## src/rtl/ck_pkg.sv

```systemverilog
package ck_pkg;
  localparam int SEL_W = 4;
  typedef logic [SEL_W-1:0] sel_t;

  typedef struct packed {
    sel_t sel;
    logic inv;
    logic sync;
  } path_cfg_t;
endpackage

```

## src/rtl/ck_sync2.sv

```systemverilog
module ck_sync2 #(
  parameter int W = 1
) (
  input  logic         clk,
  input  logic         rst,
  input  logic [W-1:0] d,
  output logic [W-1:0] q
);
  logic [W-1:0] meta_q;
  logic [W-1:0] stab_q;

  always_ff @(posedge clk) begin
    if (rst) begin
      meta_q <= '0;
      stab_q <= '0;
    end else begin
      meta_q <= d;
      stab_q <= meta_q;
    end
  end

  assign q = stab_q;
endmodule

```

## src/rtl/ck_mod_pick.sv

```systemverilog
module ck_mod_pick #(
  parameter int SRCS = 10
) (
  input  logic          clk,
  input  logic          rst,
  input  ck_pkg::sel_t  code,
  input  logic [SRCS:0] cand,
  output logic          level
);
  always_comb begin
    level = 1'b0;
    for (int i = 0; i <= SRCS; i++) begin
      if (int'(code) == i) level = cand[i];
    end
  end


  mod_unused_low_chk: assert property (@(posedge clk) disable iff (rst)
    (int'(code) > SRCS) |-> !level);
endmodule

```

## src/rtl/ck_carrier_path.sv

```systemverilog
module ck_carrier_path #(
  parameter int SRCS    = 7,
  parameter bit ON_HIGH = 1'b1
) (
  input  logic              clk,
  input  logic              rst,
  input  logic              enable,
  input  logic              mod_level,
  input  ck_pkg::path_cfg_t cfg,
  input  logic [SRCS-1:0]   src,
  output logic              contrib
);
  logic car_raw;
  logic car_pol;
  logic car_d_q;
  logic gate_q;
  logic want;
  logic gate_eff;

  always_comb begin
    car_raw = 1'b0;
    for (int i = 0; i < SRCS; i++) begin
      if (int'(cfg.sel) == i + 1) car_raw = src[i];
    end
  end

  assign car_pol = car_raw ^ cfg.inv;
  assign want    = ON_HIGH ? mod_level : !mod_level;

  generate
    if (ON_HIGH) begin : g_mark
      assign gate_eff = cfg.sync ? (want & (gate_q | (car_pol & !car_d_q))) : want;
    end else begin : g_space
      assign gate_eff = cfg.sync ? (want & (gate_q | (car_pol & !car_d_q))) : want;
    end
  endgenerate

  always_ff @(posedge clk) begin
    if (rst || !enable) begin
      gate_q  <= 1'b0;
      car_d_q <= 1'b0;
    end else begin
      gate_q  <= gate_eff;
      car_d_q <= car_pol;
    end
  end

  assign contrib = enable & gate_eff & car_pol;


  car_unused_low_chk: assert property (@(posedge clk) disable iff (rst)
    (cfg.sel == '0 || int'(cfg.sel) > SRCS) |-> !car_raw);

  gate_leave_chk: assert property (@(posedge clk) disable iff (rst)
    !want |-> !contrib);

  gate_hold_chk: assert property (@(posedge clk) disable iff (rst)
    (enable && cfg.sync && gate_q && want) |-> (contrib == car_pol));

  idle_clear_chk: assert property (@(posedge clk) disable iff (rst)
    !enable |=> (!gate_q && !car_d_q));
endmodule

```

## src/rtl/carrier_keyer.sv

```systemverilog
module carrier_keyer #(
  parameter int CAR_SRCS = 7,
  parameter int MOD_SRCS = 10
) (
  input  logic                clk,
  input  logic                rst,
  input  logic [CAR_SRCS-1:0] car_src,
  input  logic [MOD_SRCS-1:0] mod_src,
  input  logic                soft_bit,
  input  logic [3:0]          mark_sel,
  input  logic [3:0]          space_sel,
  input  logic [3:0]          mod_sel,
  input  logic                mark_inv,
  input  logic                space_inv,
  input  logic                mark_sync,
  input  logic                space_sync,
  input  logic                out_inv,
  input  logic                enable,
  input  logic                drive_en,
  output logic                keyed_out
);
  import ck_pkg::*;

  localparam int MOD_VEC_W = MOD_SRCS + 1;

  logic [CAR_SRCS-1:0]  car_s;
  logic [MOD_VEC_W-1:0] mod_s;
  logic                 mod_level;
  logic                 mark_c;
  logic                 space_c;
  logic                 mix;
  logic                 out_q;
  path_cfg_t            mark_cfg;
  path_cfg_t            space_cfg;

  assign mark_cfg  = '{sel: mark_sel,  inv: mark_inv,  sync: mark_sync};
  assign space_cfg = '{sel: space_sel, inv: space_inv, sync: space_sync};

  ck_sync2 #(.W(CAR_SRCS)) u_car_sync (
    .clk(clk), .rst(rst), .d(car_src), .q(car_s)
  );

  ck_sync2 #(.W(MOD_VEC_W)) u_mod_sync (
    .clk(clk), .rst(rst), .d({mod_src, soft_bit}), .q(mod_s)
  );

  ck_mod_pick #(.SRCS(MOD_SRCS)) u_mod_pick (
    .clk(clk), .rst(rst), .code(mod_sel), .cand(mod_s), .level(mod_level)
  );

  ck_carrier_path #(.SRCS(CAR_SRCS), .ON_HIGH(1'b1)) u_mark (
    .clk(clk), .rst(rst), .enable(enable), .mod_level(mod_level),
    .cfg(mark_cfg), .src(car_s), .contrib(mark_c)
  );

  ck_carrier_path #(.SRCS(CAR_SRCS), .ON_HIGH(1'b0)) u_space (
    .clk(clk), .rst(rst), .enable(enable), .mod_level(mod_level),
    .cfg(space_cfg), .src(car_s), .contrib(space_c)
  );

  assign mix = mark_c | space_c;

  always_ff @(posedge clk) begin
    if (rst)            out_q <= 1'b0;
    else if (!drive_en) out_q <= 1'b0;
    else if (!enable)   out_q <= out_inv;
    else                out_q <= mix ^ out_inv;
  end

  assign keyed_out = out_q;


  drive_off_chk: assert property (@(posedge clk) disable iff (rst)
    !drive_en |=> !keyed_out);

  idle_level_chk: assert property (@(posedge clk) disable iff (rst)
    (drive_en && !enable) |=> (keyed_out == $past(out_inv)));

  one_path_chk: assert property (@(posedge clk) disable iff (rst)
    !(mark_c && space_c));

  mix_out_chk: assert property (@(posedge clk) disable iff (rst)
    (drive_en && enable) |=> (keyed_out == ($past(mix) ^ $past(out_inv))));
endmodule

```

## config.mk

```make
export PLATFORM = sky130hd
export DESIGN_NAME = carrier_keyer
export DESIGN_NICKNAME = d
export VERILOG_FILES = /design/src/rtl/ck_pkg.sv /design/src/rtl/ck_sync2.sv /design/src/rtl/ck_mod_pick.sv /design/src/rtl/ck_carrier_path.sv /design/src/rtl/carrier_keyer.sv
export SDC_FILE = /design/constraint.sdc
export NUM_CORES = 1
export LEC_CHECK = 0
export ABC_AREA = 1
export ABC_CLOCK_PERIOD_IN_PS = 1500
export BUFFER_PORTS_ARGS = -buffer_cell sky130_fd_sc_hd__buf_2
export CAP_MARGIN = 20
export CORE_MARGIN = 4
export CORE_UTILIZATION = 51
export DETAILED_ROUTE_END_ITERATION = 8
export GPL_TIMING_DRIVEN = 0
export PLACE_DENSITY = 0.85
export SYNTH_ARGS = -nofsm -noshare
export SYNTH_HDL_FRONTEND = slang
export SYNTH_HIERARCHICAL = 1
export SYNTH_SLANG_ARGS = --single-unit
export TNS_END_PERCENT = 50
```

## constraint.sdc

```tcl
create_clock -name clk -period 1.5 [get_ports clk]
set_input_delay 0.3 -clock clk [delete_from_list [all_inputs] [get_ports clk]]
set_output_delay 0.3 -clock clk [all_outputs]
set_load 0.05 [all_outputs]
```

==> run metrics, run 1 <==
HP Class=input pin to flip-flop; # clock sinks=41; PnR worst setup slack=59.3 ps; final setup skew=4.37 ps; final WL=2530 um; WP data arrival=1670 ps; met1 GRT Util=0.145; post-route total power=0.00204 W; GR Util met2=0.223; crit-path cells=inv_1 > nand2_1 > nand3_2 > nand2_2 > nand3_2 > nand2_2 > nand3_1 > nand2_1 > nand2_2 > nor2_2 > inv_1 > nand2_2 > nand3_2 > nand2_1 > nor2_1; gpl congestion=0.724; final worst path period share=0.960; Die Wd=64.3 um; Distinct cells, synth=15; CTS tree=yes; antenna-violating nets left=0; syn avg cell area=6.96 um^2; # Max-Cap Violations=0; clock root buffer=clkbuf_4; DP Worst Slack=-42.6 ps; Worst VDD drop=0.000625 V; commonest non-fill, non-tap cell in the layout=inv_1; CORE AREA=3050 um^2; # fillers=272; CP max FO=2; Clock Path Buffers=2; Wirelength per Cell=7.82 um; clock slew at reported path FFs=110 ps; DIE AREA=4130 um^2; CP required=1730 ps; kind of start point of the critical path=flip-flop; critical path's largest stage delay=340 ps; effective utilization at floorplan=0.529; DR iter-0 viols=53; RSZ-0062 raised after global routing=yes; Hold Vio Cnt, Final=0; met3 usage=0.0439; routed vias/inst=4.07; clock latency on the worst-skew pair=320 ps; warnings from Yosys=6; Buf+Inv Stages, Crit Path=2; CTS H-tree depth=2; post-synthesis sequential area ratio=0.508; Mapped Nets=271; slowest CP cell=dfxtp_2; Pins Over Slew Limit=0; Least-Margin Pin Slew=319 ps; number of global-route vias before repair=1106; first-pass GRT wire length=4200 um; Finished Core Util=0.648; count of final setup violators=0; Row Count=20; Power Density=1030 nW/um^2; outcome=completed; nets=318; IO Pins=40; dpl hpwl=1910 um; die height=64.3 um; DRT Pass-1 Iters=4; CP most frequent cell=nand2_2; largest net degree at the start of global routing=15; Critical Path Sink Type=flip-flop; critical path's top delay family=simple AND/OR/NAND/NOR gates; critical path type=flip-flop to flip-flop; share of layout cells above drive strength 1=0.251; post-layout minimum cycle time=1440 ps; all-layer global routing usage=0.131; DRC Markers=0; Cell Area, Synth=1620 um^2; Vias=1314; initial antenna violation count=0; leading cell types in the layout, fill and taps excluded=67 x inv_1, 50 x nor2_1, 39 x buf_2; area grow syn2layout=22.4%; grt ovf=0; cells after synthesis=232; ANT cells=0; busiest layer in global routing=met2; leak pwr=1.09 nW; Synth Register Bits=41; port bufs=39; Fmax=694 MHz; CTS Buf Count=5; Slew Limit Headroom=0.787
==> area by class of cell <==
type                            count  area [um^2]  share of cell area
Inverter                           70          263               0.133
Clock inverter                      2         35.0              0.0177
Tap cell                           44         55.1              0.0278
Buffer                              3         33.8              0.0171
Multi-Input combinational cell    118          520               0.263
Timing Repair Buffer               40          203               0.103
Sequential cell                    41          830               0.420
Clock buffer                        5         37.5              0.0190
==> path summary, 6_finish.rpt <==
path | startpoint | to | slack, ps | depth (start not counted)
max | u_car_sync/q[5] | keyed_out | 60 | 15
min | mod_src[4] | u_mod_sync/meta_q[5] | 170 | 3
max reg2reg | u_car_sync/q[5] | keyed_out | 60 | 15
min reg2reg | u_car_sync/meta_q[4] | u_car_sync/q[4] | 400 | 2
==> stage by stage <==
step	area, um^2	TNS [ps]	hold WS, ps	instances
6_report	1980	0	166	323
5_1_grt	1980	-65.2	136	323
4_1_cts	1940	0	145	322
3_5_place_dp	1870	-42.6	393	315
3_3_place_gp	1870	-21.4	390	315
2_1_floorplan	1620	0	371	232
==> synth_stat cells <==
master | count | area (um^2)
nor2_4 | 1 | 11.3
o21ai_0 | 3 | 15.0
inv_1 | 67 | 251
nand2_2 | 1 | 6.26
nor2_1 | 51 | 191
nand3b_1 | 1 | 7.51
a21oi_1 | 1 | 5.00
buf_6 | 3 | 33.8
or2_0 | 1 | 6.26
nand3_2 | 1 | 10.0
nand4_1 | 2 | 12.5
nand2_1 | 38 | 143
dfxtp_1 | 41 | 821
nand3_1 | 18 | 90.1
inv_2 | 3 | 11.3
==> power breakdown <==
group	switching [W]	internal [W]
logic	0.000132	0.000105
clock network	0.000310	0.000340
registers	0.0000141	0.00114
total	0.000456	0.00159
==> worst reg2reg max path: cells and delay by family (launching register included) <==
family,cells,cell delay [ps]
buffers and inverters,2,90
AND/OR/NAND/NOR,13,920
flip-flops,1,340
==> cell families after synthesis <==
logic type / Yosys count / share of synthesized area
DFF: 41 / 0.508
buffers and inverters: 73 / 0.184
and+or+nand+nor: 114 / 0.296
AOI/OAI and AO/OA: 4 / 0.0124
==> flip-flops by register name (all words and copies together), names as in the netlist <==
signal             flops
u_mark/car_d_q         1
u_mod_sync/meta_q     11
u_space/car_d_q        1
keyed_out              1
u_space/gate_q         1
u_car_sync/meta_q      7
u_car_sync/q           7
u_mod_sync/q          11
u_mark/gate_q          1
==> what timing repair did <==
item / 4_1_cts / 5_1_grt
setup buffers: 0 / 1
resized for setup: 0 / 14
hold buffers: 0 / 0
setup endpoints to repair: 0 / 1
==> per-layer routing <==
metal	vias up	part of all wire
met2	28	0.49
met5	-	0
li1	750	-
met4	0	0
met3	0	0.060
met1	536	0.45
(Power assumes the default switching activity.)
==> inputs of run 2 (changes only) <==
==> constraint.sdc (replaced) <==
create_clock -name clk -period 1.5 [get_ports clk]
set_input_delay 0.15 -clock clk [delete_from_list [all_inputs] [get_ports clk]]
set_output_delay 0.15 -clock clk [all_outputs]
set_load 0.05 [all_outputs]
==> run 2 against run 1 <==
Net effect:
- worst hold slack got worse by 150 ps
- register-to-register slack about the same
- critical path depth stayed put
- cell count is 3.4% higher
- largest power group unchanged
- clock skew grew 0.61 ps
- via count rose by 4.4%
- core utilization up 3.6 points
- die area stayed put
- global-route usage up 0.44 points
- count of clock-buffer cells in the layout is the same
- fmax barely moved
==> run metrics, run 2 (synthesis gave the netlist of run 1 again) <==
port bufs=39; Pins Over Slew Limit=0; # Max-Cap Violations=0; Hold Vio Cnt, Final=0; placed instance area=1870 um^2; first-pass GRT wire length=4350 um; antenna-violating nets left=0; # clock sinks=41; Power Density=990 nW/um^2; all-layer global routing usage=0.135; CTS Buf Count=5; CP required=1730 ps; critical path type=flip-flop to flip-flop; IO Pins=40; CTS H-tree depth=2; kind of start point of the critical path=flip-flop; Fmax=694 MHz; routed vias/inst=4.11; leak pwr=1.14 nW; Worst VDD drop=0.000644 V; Row Count=20; dpl hpwl=1910 um; Clock Path Buffers=2; RSZ-0062 raised after global routing=yes; CORE AREA=3050 um^2; CTS tree=yes; final setup skew=4.98 ps; largest net degree at the start of global routing=15; dpl cells=315; HP Class=input pin to flip-flop; Vias=1372; commonest non-fill, non-tap cell in the layout=inv_1; final WL=2720 um; CP max FO=2; leading cell types in the layout, fill and taps excluded=67 x inv_1, 50 x nor2_1, 39 x buf_2; count of final setup violators=0; DRC Markers=0; final worst path period share=0.961; grt ovf=0; Least-Margin Pin Slew=319 ps; Slew Limit Headroom=0.787; clock slew at reported path FFs=100 ps; initial antenna violation count=0; DRT Pass-1 Iters=4; post-layout minimum cycle time=1440 ps; clock latency on the worst-skew pair=320 ps; number of global-route vias before repair=1140; die height=64.3 um; Post-Layout Cell Count=334; Hold WS=19.9 ps; DR iter-0 viols=72; ANT cells=0; clock root buffer=clkbuf_4; Critical Path Sink Type=flip-flop; DIE AREA=4130 um^2; Die Wd=64.3 um; gpl congestion=0.724; effective utilization at floorplan=0.529; Post-Layout Inst Area=2090 um^2; outcome=completed; nets=329; share of layout cells above drive strength 1=0.241; area grow syn2layout=29.2%; WP data arrival=1670 ps; Wirelength per Cell=8.14 um
==> run 2: changes by cell type in the layout (fill, tap and decap cells not counted) <==
| cell | delta |
|---|---|
| dlygate4sd3_1 | +11 |
==> run 2: worst paths after layout <==
path | from | endpoint | slack (ps) | depth (start not counted)
worst max-delay path | u_car_sync/q[5] | keyed_out | 60 | 15
worst min-delay path | car_src[1] | u_car_sync/meta_q[1] | 20 | 3
worst max register to register | u_car_sync/q[5] | keyed_out | 60 | 15
worst min register to register | u_car_sync/meta_q[4] | u_car_sync/q[4] | 400 | 2
==> run 2: final cells by class <==
type / count / area, um^2
Sequential cell: 41 / 830
Multi-Input combinational cell: 118 / 520
Buffer: 3 / 33.8
Tap cell: 44 / 55.1
Timing Repair Buffer: 51 / 313
Clock buffer: 5 / 37.5
Inverter: 70 / 263
Fill cell: 252 / 966
Clock inverter: 2 / 35.0
==> run 2: power by group <==
group          internal [W]  switching (W)
registers           0.00114      0.0000142
logic              0.000124       0.000137
clock network      0.000340       0.000312
total               0.00160       0.000462
==> run 2: metal layers <==
metal	routed length [um]	vias to the layer above	GRT usage
met4	0	0	0.0633
met1	1180	572	0.150
met5	0	-	0
met3	132	0	0.0439
met2	1410	28	0.232
li1	-	772	-
==> run 2: repair_timing <==
action / in CTS / in global routing
hold endpoints to repair: 6 / 5
resized for setup: 0 / 14
endpoints found under the setup margin: 0 / 1
buffers inserted: 0 / 1
hold buffers: 6 / 5
==> run 2: stage by stage <==
stage	worst slack [ps]	utilization	TNS [ps]	total power [W]
floorplan	256	-	0	0.00132
global placement	129	0.611	0	0.00140
detailed placement	107	0.611	0	0.00140
CTS	115	0.655	0	0.00207
global route	-65.2	0.684	-65.2	0.00218
finish	58.9	0.684	0	0.00207
==> run 2: worst max-delay path, stage by stage (launching register included) <==
cell and delay [ps]:
dfxtp_2 340, inv_1 40, nand2_1 80, nand3_2 90
nand2_2 90, nand3_2 90, nand2_2 80, nand3_1 60
nand2_1 70, nand2_2 60, nor2_2 100, inv_1 50
nand2_2 70, nand3_2 50, nand2_1 50, nor2_1 30
==> inputs of run 3 (changes only) <==
--- a/config.mk
+++ b/config.mk
@@ -6,14 +6,13 @@
 export NUM_CORES = 1
 export LEC_CHECK = 0
 export ABC_AREA = 1
-export ABC_CLOCK_PERIOD_IN_PS = 1500
+export ABC_CLOCK_PERIOD_IN_PS = 1410
 export BUFFER_PORTS_ARGS = -buffer_cell sky130_fd_sc_hd__buf_2
-export CAP_MARGIN = 20
 export CORE_MARGIN = 4
-export CORE_UTILIZATION = 51
+export CORE_UTILIZATION = 45
 export DETAILED_ROUTE_END_ITERATION = 8
 export GPL_TIMING_DRIVEN = 0
-export PLACE_DENSITY = 0.85
+export PLACE_DENSITY = 0.77
 export SYNTH_ARGS = -nofsm -noshare
 export SYNTH_HDL_FRONTEND = slang
 export SYNTH_HIERARCHICAL = 1
==> constraint.sdc (replaced) <==
create_clock -name clk -period 1.41 [get_ports clk]
set_input_delay 0.141 -clock clk [delete_from_list [all_inputs] [get_ports clk]]
set_output_delay 0.141 -clock clk [all_outputs]
set_load 0.05 [all_outputs]
==> run 3 against run 2 <==
Net effect:
- via count about the same
- sequential cell count did not move
- largest power group unchanged
- cell count grew 2.7%
- cell area grew 2.6%
- power rose by 10%
- combinational power increased by 7.7%
- die area rose by 12%
- critical endpoint unchanged
- sequential share of layout area decreased by 1.2 points
- count of clock-buffer cells in the layout grew 2
- non-clock buffer count grew 6
==> run metrics, run 3 (synthesis gave the netlist of run 1 again) <==
outcome=completed; clock latency on the worst-skew pair=340 ps; WHS Path Cells=3; post-route total power=0.00228 W; count of final setup violators=0; Vias=1373; clock slew at reported path FFs=120 ps; routed vias/inst=4.00; slowest CP cell=dfxtp_1; final setup skew=7.92 ps; placed instance area=1870 um^2; Row Count=21; largest net degree at the start of global routing=15; CTS H-tree depth=2; FF-to-FF path depth=15; CP most frequent cell=nand2_1; port bufs=39; slack of the worst reg-to-reg path=50 ps; multi-input logic area=500 um^2; leak pwr=1.17 nW; CP required=1660 ps; commonest non-fill, non-tap cell in the layout=inv_1; Critical Path Sink Type=flip-flop; post-layout minimum cycle time=1360 ps; final WL=2820 um; Reg area=826 um^2; worst r2r dst=keyed_out; Worst VDD drop=0.000650 V; Least-Margin Pin Slew=323 ps; first-pass GRT wire length=4760 um; Worst Hold Path EP=keyed_out; effective utilization at floorplan=0.477; CORE AREA=3390 um^2; min-delay src=out_inv; # Max-Cap Violations=0; Die Wd=67.9 um; Post-Layout Inst Area=2140 um^2; gpl congestion=0.802; dpl hpwl=2060 um; RSZ-0062 raised after global routing=yes; critical path type=flip-flop to flip-flop; leading cell types in the layout, fill and taps excluded=67 x inv_1, 51 x nor2_1, 39 x buf_2; Finished Core Util=0.632; Clock Path Buffers=2; DRC Markers=0; all-layer global routing usage=0.138; clock root buffer=clkbuf_4; critical path's largest stage delay=350 ps; antenna-violating nets left=0; share of layout cells above drive strength 1=0.202; number of global-route vias before repair=1223; DRT Pass-1 Iters=4; initial antenna violation count=0; WP data arrival=1610 ps; Power Density=1070 nW/um^2; Post-CTS Setup Bufs=0; HP Class=input pin to flip-flop; ANT cells=0; # clock sinks=41; Buf+Inv Stages, Crit Path=1; grt ovf=0; final worst path period share=0.968; kind of start point of the critical path=flip-flop; nets=335; area grow syn2layout=32.5%; Wirelength per Cell=8.22 um; # fillers=307; CTS Buf Count=5; CTS tree=yes; Hold Vio Cnt, Final=0; Fmax=733 MHz; Pins Over Slew Limit=0; Slew Limit Headroom=0.785; DR iter-0 viols=34; die height=67.9 um; DIE AREA=4610 um^2; IO Pins=40; Reg2Reg Launch Point=u_car_sync/q[2]; critical path's top delay family=simple AND/OR/NAND/NOR gates; crit-path cells=nand2_1 > nand3_1 > nand2_1 > nand2_1 > nand3_1 > nand2_1 > nand3_1 > nand2_1 > nand2_1 > nor2_1 > inv_1 > nand2_2 > nand3_2 > nand2_1 > nor2_1; CP max FO=2
-- run 3: final cells by class --
cell class,instances,share of cell area
clock buffer,7,0.0257
tap,46,0.0269
multi-input combinational,118,0.234
inverter,70,0.123
clock inverter,1,0.0140
sequential,41,0.386
timing repair buffer,57,0.175
buffer,3,0.0158
-- run 3: where the power goes --
part / switching, W / total, W / internal [W] / leakage [nW]
clock network: 0.000348 / 0.000771 / 0.000424 / 0.0455
logic: 0.000141 / 0.000280 / 0.000139 / 0.780
registers: 0.0000154 / 0.00123 / 0.00121 / 0.341
-- run 3: how the worst max path moves through the flow --
stage	end	slack (ps)	from	cells past startpoint
after detailed placement	keyed_out	10	mod_sel[0]	15
after CTS	keyed_out	20	u_car_sync/q[3]	15
after global routing	keyed_out	-170	u_car_sync/q[4]	15
after floorplan	keyed_out	170	u_car_sync/q[5]	15
final	keyed_out	50	u_car_sync/q[2]	15
after global placement	keyed_out	40	mod_sel[0]	15
-- run 3: through the flow --
step	setup WS (ps)	hold slack (ps)	instances	TNS, ps
after floorplan	166	212	232	0
after global placement	35.7	341	317	0
after detailed placement	10.7	347	317	0
after CTS	17.1	2.33	342	0
after global routing	-173	60.8	343	-173
final	45.5	56.0	343	0
-- run 3: per-layer routing --
layer  share of wire  routed length [um]  vias to the layer above  global-route usage
li1                -                   -                      784                   -
met1            0.45                1270                      551               0.149
met2            0.48                1340                       33               0.244
met3           0.053                 150                        5              0.0361
met4           0.020                  57                        0              0.0744
met5               0                   0                        -                   0
-- run 3: timing repair --
action / 4_1_cts / 5_1_grt
setup endpoints to repair: 0 / 1
hold buffers: 17 / 1
hold endpoints to repair: 17 / 1
resized for setup: 0 / 5
-- run 3: worst register-to-register path, cell delays in order, from the launching register on --
cell and delay, ps:
dfxtp_1 350, nand2_1 70, nand3_1 70, nand2_1 50
nand2_1 70, nand3_1 70, nand2_1 70, nand3_1 60
nand2_1 60, nand2_1 60, nor2_1 80, inv_1 50
nand2_2 80, nand3_2 60, nand2_1 60, nor2_1 30
